## config.mk

```make
export PLATFORM = sky130hd
export DESIGN_NAME = t1_loopcode_inserter
export DESIGN_NICKNAME = d
export VERILOG_FILES = /design/src/rtl/t1lb_pkg.sv /design/src/rtl/t1lb_ctrl.sv /design/src/rtl/t1lb_codegen.sv /design/src/rtl/t1_loopcode_inserter.sv
export SDC_FILE = /design/constraint.sdc
export NUM_CORES = 1
export LEC_CHECK = 0
export ABC_AREA = 0
export BUFFER_PORTS_ARGS = -buffer_cell sky130_fd_sc_hd__buf_4
export CAP_MARGIN = 10
export CORE_MARGIN = 3
export CORE_UTILIZATION = 50
export CTS_CLUSTER_DIAMETER = 200
export DETAILED_ROUTE_END_ITERATION = 7
export GPL_ROUTABILITY_DRIVEN = 0
export PLACE_DENSITY = 0.79
export SYNTH_ARGS = -nofsm -noshare
export SYNTH_HDL_FRONTEND = slang
export SYNTH_SLANG_ARGS = --single-unit
```

## constraint.sdc

```tcl
create_clock -name clk -period 2 [get_ports clk]
set_input_delay 0.2 -clock clk [delete_from_list [all_inputs] [get_ports clk]]
set_output_delay 0.2 -clock clk [all_outputs]
set_load 0.01 [all_outputs]
```

## src/rtl/t1lb_pkg.sv

```systemverilog
package t1lb_pkg;
  typedef enum logic [1:0] {
    MODE_PASS = 2'd0,
    MODE_ONES = 2'd1,
    MODE_UP   = 2'd2,
    MODE_DOWN = 2'd3
  } lb_mode_e;

  localparam int NUM_GEN = 2;
  localparam int GEN_UP  = 0;
  localparam int GEN_DN  = 1;
endpackage

```

## src/rtl/t1lb_ctrl.sv

```systemverilog
module t1lb_ctrl
  import t1lb_pkg::*;
(
  input  logic     clk,
  input  logic     rst_n,
  input  logic     beat,
  input  logic     ovh,
  input  logic     ones_req,
  input  logic     up_req,
  input  logic     dn_req,
  input  logic     framed_req,
  input  logic     ovr_req,
  output lb_mode_e mode_eff,
  output lb_mode_e mode_q,
  output logic     framed_eff,
  output logic     ovr_eff,
  output logic     restart_up,
  output logic     restart_dn
);
  lb_mode_e fresh;
  logic     framed_q, ovr_q;
  logic     boundary;

  assign boundary = beat && ovh;

  // fixed priority: all-ones, then loop-up, then loop-down
  always_comb begin
    if (ones_req)    fresh = MODE_ONES;
    else if (up_req) fresh = MODE_UP;
    else if (dn_req) fresh = MODE_DOWN;
    else             fresh = MODE_PASS;
  end

  always_comb begin
    mode_eff   = boundary ? fresh      : mode_q;
    framed_eff = boundary ? framed_req : framed_q;
    ovr_eff    = boundary ? ovr_req    : ovr_q;
    restart_up = boundary && (fresh == MODE_UP)   && (mode_q != MODE_UP);
    restart_dn = boundary && (fresh == MODE_DOWN) && (mode_q != MODE_DOWN);
  end

  always_ff @(posedge clk) begin
    if (!rst_n) begin
      mode_q   <= MODE_PASS;
      framed_q <= 1'b0;
      ovr_q    <= 1'b0;
    end else if (boundary) begin
      mode_q   <= fresh;
      framed_q <= framed_req;
      ovr_q    <= ovr_req;
    end
  end
endmodule

```

## src/rtl/t1lb_codegen.sv

```systemverilog
module t1lb_codegen #(
  parameter int LEN = 5
) (
  input  logic clk,
  input  logic rst_n,
  input  logic fire,
  input  logic restart,
  input  logic adv,
  output logic code_bit
);
  localparam int W = (LEN > 1) ? $clog2(LEN) : 1;
  localparam logic [W-1:0] LAST = W'(LEN - 1);

  logic [W-1:0] idx, idx_eff;

  assign idx_eff  = restart ? '0 : idx;
  // leading zeros, closing one
  assign code_bit = (idx_eff == LAST);

  always_ff @(posedge clk) begin
    if (!rst_n) begin
      idx <= '0;
    end else if (fire) begin
      if (adv) idx <= (idx_eff == LAST) ? '0 : idx_eff + 1'b1;
      else     idx <= idx_eff;
    end
  end
endmodule

```

## src/rtl/t1_loopcode_inserter.sv

```systemverilog
module t1_loopcode_inserter
  import t1lb_pkg::*;
#(
  parameter int UP_LEN = 5,
  parameter int DN_LEN = 3
) (
  input  logic clk,
  input  logic rst_n,
  input  logic s_valid,
  output logic s_ready,
  input  logic s_bit,
  input  logic s_ovh,
  input  logic ones_en,
  input  logic loop_up_en,
  input  logic loop_dn_en,
  input  logic framed_en,
  input  logic ovh_override,
  output logic m_valid,
  input  logic m_ready,
  output logic m_bit
);
  logic     beat;
  lb_mode_e mode_eff, mode_q;
  logic     framed_eff, ovr_eff;
  logic     restart_up, restart_dn;
  logic [NUM_GEN-1:0] fire_vec, restart_vec, code_vec;
  logic     adv, keep_code, keep_ones, nxt_bit;

  assign s_ready = !m_valid || m_ready;
  assign beat    = s_valid && s_ready;

  t1lb_ctrl u_ctrl (
    .clk        (clk),
    .rst_n      (rst_n),
    .beat       (beat),
    .ovh        (s_ovh),
    .ones_req   (ones_en),
    .up_req     (loop_up_en),
    .dn_req     (loop_dn_en),
    .framed_req (framed_en),
    .ovr_req    (ovh_override),
    .mode_eff   (mode_eff),
    .mode_q     (mode_q),
    .framed_eff (framed_eff),
    .ovr_eff    (ovr_eff),
    .restart_up (restart_up),
    .restart_dn (restart_dn)
  );

  assign restart_vec[GEN_UP] = restart_up;
  assign restart_vec[GEN_DN] = restart_dn;
  assign fire_vec[GEN_UP]    = beat && (mode_eff == MODE_UP);
  assign fire_vec[GEN_DN]    = beat && (mode_eff == MODE_DOWN);

  // framed insertion pauses the code over the overhead slot
  assign adv = !(s_ovh && framed_eff);

  for (genvar g = 0; g < NUM_GEN; g++) begin : g_gen
    localparam int GLEN = (g == GEN_UP) ? UP_LEN : DN_LEN;
    t1lb_codegen #(.LEN(GLEN)) u_gen (
      .clk      (clk),
      .rst_n    (rst_n),
      .fire     (fire_vec[g]),
      .restart  (restart_vec[g]),
      .adv      (adv),
      .code_bit (code_vec[g])
    );
  end

  assign keep_ones = s_ovh && ovr_eff;
  assign keep_code = s_ovh && (ovr_eff || framed_eff);

  always_comb begin
    unique case (mode_eff)
      MODE_ONES: nxt_bit = keep_ones ? s_bit : 1'b1;
      MODE_UP:   nxt_bit = keep_code ? s_bit : code_vec[GEN_UP];
      MODE_DOWN: nxt_bit = keep_code ? s_bit : code_vec[GEN_DN];
      default:   nxt_bit = s_bit;
    endcase
  end

  always_ff @(posedge clk) begin
    if (!rst_n) begin
      m_valid <= 1'b0;
      m_bit   <= 1'b0;
    end else if (beat) begin
      m_valid <= 1'b1;
      m_bit   <= nxt_bit;
    end else if (m_ready) begin
      m_valid <= 1'b0;
    end
  end
endmodule

```

# After elaboration in Yosys (flattened, before gate mapping)
# Cells that the tools add are included.
# word_totals
output_inout_bits,3
word_cells,51
inputBits,11
ff_bits,11
# op_classes
n_reduce_logical,15
eq_ne,9
addsub,2
mux,18
# op_table
operator,n
2-to-1 mux 2 bit,7
logical AND 1 bit,11
"== test 2 bit, second input constant",5
2-to-1 mux 3 bit,3
2-to-1 mux 1 bit,7
"!= test 2 bit, second input constant",2
"adder 3 x 1 -> 3 bit, second input constant",1
"== test 3 bit, second input constant",1
case mux 1 bit (3 select lines),1
"adder 2 x 1 -> 2 bit, second input constant",1
"== test 2 x 1 -> 1 bit, second input constant",1
logical OR 1 bit,2
nonzero test 2 bit,1
zero test 1 bit,1

# Depth between registers and ports, before layout
# logic_depth
ltp_word,10
mapped_depth,9
ltp_nobuf,8

# By module
# From an unflattened synthesis, not the netlist that was laid out.
# unflattened
cells_unflattened,82
area_unflattened_um2,723.2
# modules_own_cells
module,seq_area_each_um2,cells_each,area_each_um2,instances
t1lb_ctrl,80.1,31,270.3,1
t1lb_codegen at g_gen[0].u_gen,60.1,22,191.4,1
t1_loopcode_inserter,40.0,19,156.4,1
t1lb_codegen at g_gen[1].u_gen,40.0,10,105.1,1

# Worst setup path before layout
# OpenSTA, ideal clock, no wires.
# synth_path
path_kind,flip-flop to flip-flop
startpoint,reg m_valid
endpoint,reg m_bit
setup_ns,0.074
period_less_slack_ns,1.882
path_stages_with_launch,10
n_path_buf,1
required_ns,1.926
arrival_time_ns,1.808
path_slack_ns,0.118
cell_sequence,dfxtp_1 > nor2b_1 > buf_4 > a2111oi_4 > nand2b_1 > ha_1 > nand2_1 > a211oi_1 > mux2i_1 > a31oi_1
# synth_via
elab_chain_cells,10
word_cells_on_any_way,25
classes_between,5 x eq/ne; 9 x mux; 11 x reduce/logical
# synth_rtl
item,line,text
start: declaration,t1_loopcode_inserter.sv:18,"output logic m_valid,"
start signal: assignment,t1_loopcode_inserter.sv:84,m_valid <= 1'b0;
start signal: assignment,t1_loopcode_inserter.sv:87,m_valid <= 1'b1;
start signal: assignment,t1_loopcode_inserter.sv:90,m_valid <= 1'b0;
zero test 1 bit *,t1_loopcode_inserter.sv:29,assign s_ready = !m_valid || m_ready;
logical OR 1 bit *,t1_loopcode_inserter.sv:29,
logical AND 1 bit *,t1_loopcode_inserter.sv:30,assign beat = s_valid && s_ready;
logical AND 1 bit,t1lb_ctrl.sv:24,assign boundary = beat && ovh;
"logical AND 1 bit, on equally long branches (2 in series)","t1lb_ctrl.sv:38, t1lb_ctrl.sv:39",
2-to-1 mux 3 bit or 2-to-1 mux 2 bit (tied branches),t1lb_codegen.sv:16,assign idx_eff = restart ? '0 : idx;
== test 3 bit or == test 2 bit (tied branches),t1lb_codegen.sv:18,assign code_bit = (idx_eff == LAST);
"2-to-1 mux 1 bit, on equally long branches","t1_loopcode_inserter.sv:76, t1_loopcode_inserter.sv:77",
case mux 1 bit (3 select lines),t1_loopcode_inserter.sv:74,unique case (mode_eff)
end signal: assignment,t1_loopcode_inserter.sv:88,m_bit <= nxt_bit;
end: declaration,t1_loopcode_inserter.sv:20,output logic m_bit
# Every way passes the cells marked *; elsewhere a longest branch is shown, timed or not.
# A chain may end at the register's enable or synchronous reset.

# Worst setup path in the final report
# layout_path
startpoint,reg u_ctrl.mode_q[0]
endpoint,reg m_bit
# layout_via
elab_chain_cells,6
word_cells_on_any_way,15
classes_between,7 x eq/ne; 6 x mux; 2 x reduce/logical
# layout_rtl
item,line,text
start: declaration,t1lb_ctrl.sv:14,"output lb_mode_e mode_q,"
start signal: assignment,t1lb_ctrl.sv:48,mode_q <= fresh;
"!= test 2 bit, on equally long branches","t1lb_ctrl.sv:38, t1lb_ctrl.sv:39",
"logical AND 1 bit, on equally long branches","t1lb_ctrl.sv:38, t1lb_ctrl.sv:39",
2-to-1 mux 3 bit or 2-to-1 mux 2 bit (tied branches),t1lb_codegen.sv:16,
== test 3 bit or == test 2 bit (tied branches),t1lb_codegen.sv:18,
"2-to-1 mux 1 bit, on equally long branches","t1_loopcode_inserter.sv:76, t1_loopcode_inserter.sv:77",
case mux 1 bit (3 select lines) *,t1_loopcode_inserter.sv:74,
# Marks and branches as above.

==> metrics <==
Post-route DRC=0; mapped cell area=between 700 and 800 um2; Post-synth EDFFs=0; pre-CTS setup slack=-10.73 ps; Iter 0 DRT Violations=48; Worst-Skew Late Latency=~280 ps; TritonCTS clock tree=built; largest net degree at the start of global routing=15; Hold/Removal Path Class=in -> reg; worst-margin pin slew=roughly 430 ps; hold depth=3; r2r setup slk=between 80 and 90 ps; min-delay src=ovh_override; skew final=2.907 ps; Final Util=69.86%; # rows=13; via count=between 800 and 900; CTS H-tree lvls=1; buffers added on ports=13; Die Span X=roughly 46 um; Die Area=~2100 um2; Initial Util=approximately 57%; drt total wl=between 2000 and 2500 um; global-route usage over all layers=between 20% and 30%; Peak supply drop=around 0.49 mV; Antenna Cells=0; # IOs=14; cts bufs inserted=3; Worst-path clk slew=70 ps; Crit Reg-Reg Endpoint=m_bit; syn avg cell area=about 8.3 um2; first-pass GRT wire length=around 3000 um; Final Hold Viols=0; Synth-to-Final Area Change=23.38%; Crit path required time=approximately 2200 ps; CTS Root Cell=clkbuf_4; FMAX=522.4 MHz; setup ws final=around 86 ps; Final Cycle Share=between 90% and 100%; sequential-to-total area share from yosys stat=27.80%; CP Max Fanout=5; Mapped Nets=108; Crit. End Element=flop; ys async rst share=0%; max incr delay on CP=around 480 ps; via density per instance=6.377; GRT overflow=0; CORE AREA=~1400 um2; Yosys reg bits=11; Setup Viol. Count Final=0; initial antenna violation count=0; CP max stage cell=a2111oi_4; total power=slightly above 500 uW; Arr. time, crit path=2120 ps; fin cells=130; Syn Inst Count=between 90 and 100; Max-slew headroom=a little under three quarters; Crit Path Class=reg -> reg; Max Transition Viols Final=0; startpoint types=flop; YS warnings=0; Detail Placement HPWL=approximately 1500 um; Tmin final=about 1900 ps; Hold EP=u_ctrl.ovr_q; final net count=129; vias in the first global route=around 720; layout cells sized above 1=about 32%; status=complete, no violations; max_cap viols=0; Detailed Routing Iterations Pass 1=4; PwrDens=approximately 520 nW/um2; hold slack=around 190 ps; reg2reg path depth=8; Routed WL per cell=15.41 um; chip height=about 46 um; Lkg Pwr=approximately 0.00039 uW; R2R Path Start=u_ctrl.mode_q[0]; Cell variety after synth=between 40 and 50; clk sinks=11; antenna-violating nets left=0; CTS Buffer Depth=2; critical path cell sequence=inv_1, a2111oi_4, nand2b_1, ha_2, nand2_1, a211oi_2, mux2i_1, a31oi_1; placed instance count=roughly 120; Main synth FF type=dfxtp_1
==> layout by cell type, fill, tap and decap left out, types with 3 or more instances in the layout <==
master	instances
nand2_1	11
nor2b_1	3
inv_1	3
a211oi_1	3
nand2b_4	3
nor2_1	5
o22ai_1	3
clkbuf_4	3
a21boi_1	3
buf_4	18
a21boi_0	3
o21ai_0	8
dfxtp_1	10
inv_2	3
a21oi_1	3
==> worst max-delay path: cells and delay by family, from the launching register on <==
kind            cells  cell delay [ps]
simple gates        2              280
mux                 1              110
buf+inv             1               70
flops               1              350
fa+ha+maj           1              210
compound gates      3              820
==> area by class of cell <==
type                       instances  area [um2]
tap                               15       18.77
fill                             115       421.7
clock buffer                       4       26.28
timing repair buffer              18       135.1
multi-input combinational         76       553.0
inverter                           6       22.52
sequential                        11       221.5
==> synthesized netlist by cell type, types with 2 or more instances <==
cell type | number | area (um2)
a21boi_1 | 3 | 22.52
a211oi_1 | 4 | 30.03
a21oi_1 | 3 | 15.01
ha_1 | 2 | 25.02
nand2b_4 | 2 | 27.53
nand2_1 | 11 | 41.29
nand4b_1 | 2 | 17.52
o21ai_0 | 8 | 40.04
inv_1 | 3 | 11.26
dfxtp_1 | 11 | 220.2
inv_2 | 3 | 11.26
nor2_1 | 5 | 18.77
nor2b_1 | 3 | 18.77
a21boi_0 | 3 | 22.52
nor2_2 | 2 | 12.51
o22ai_1 | 3 | 18.77
nand2b_1 | 2 | 12.51
==> power by group <==
| group | total, uW | switching (uW) | internal (uW) |
|---|---|---|---|
| sequential | 234 | 6.25 | 228 |
| combinational | 115 | 64.2 | 50.7 |
| clock | 161 | 83.0 | 77.5 |
==> logic make-up after synthesis <==
| family | after synthesis | synth area share (%) |
|---|---|---|
| flops | 11 | 27.80 |
| compound gates | 34 | 32.55 |
| fa+ha+maj | 2 | 3.159 |
| buf+inv | 8 | 4.265 |
| simple gates | 39 | 30.97 |
| mux | 1 | 1.264 |
==> per-stage QoR <==
stage                     cell area, um2  TNS [ps]
after floorplan                    792.0         0
after global placement             919.6    -44.92
after detailed placement           919.6    -10.73
after CTS                          945.9         0
after global routing               977.2    -29.66
final                              977.2         0
==> routing by layer <==
layer  wire [um]  share of wire, %  vias up  GRT usage [%]
li1            -                 -      394              -
met1         811                40      384          26.29
met2         967                48       46          30.64
met3         180               9.0        5          3.953
met4          44               2.2        0          12.50
met5           0                 0        -              0
==> registers in the layout, indices dropped and copies added, names as in the netlist <==
signal           cells
g_gen.u_gen.idx      5
u_ctrl.mode_q        2
m_bit                1
m_valid              1
u_ctrl.framed_q      1
u_ctrl.ovr_q         1
==> worst max path at each step <==
stage,slack [ps],start,end
after floorplan,120,m_valid,m_bit
after global placement,-40,ones_en,m_bit
after detailed placement,-10,ones_en,m_bit
after CTS,20,u_ctrl.mode_q[0],m_bit
after global routing,-30,u_ctrl.mode_q[0],m_bit
final,90,u_ctrl.mode_q[0],m_bit
==> timing repair <==
| item | CTS | global route |
|---|---|---|
| setup buffers | 0 | 2 |
| endpoints found under the setup margin | 0 | 1 |
| gates resized for setup | 0 | 4 |
| hold buffers | 0 | 0 |
| hold endpoints to repair | 0 | 0 |
Power figures use the tool's default switching activity.
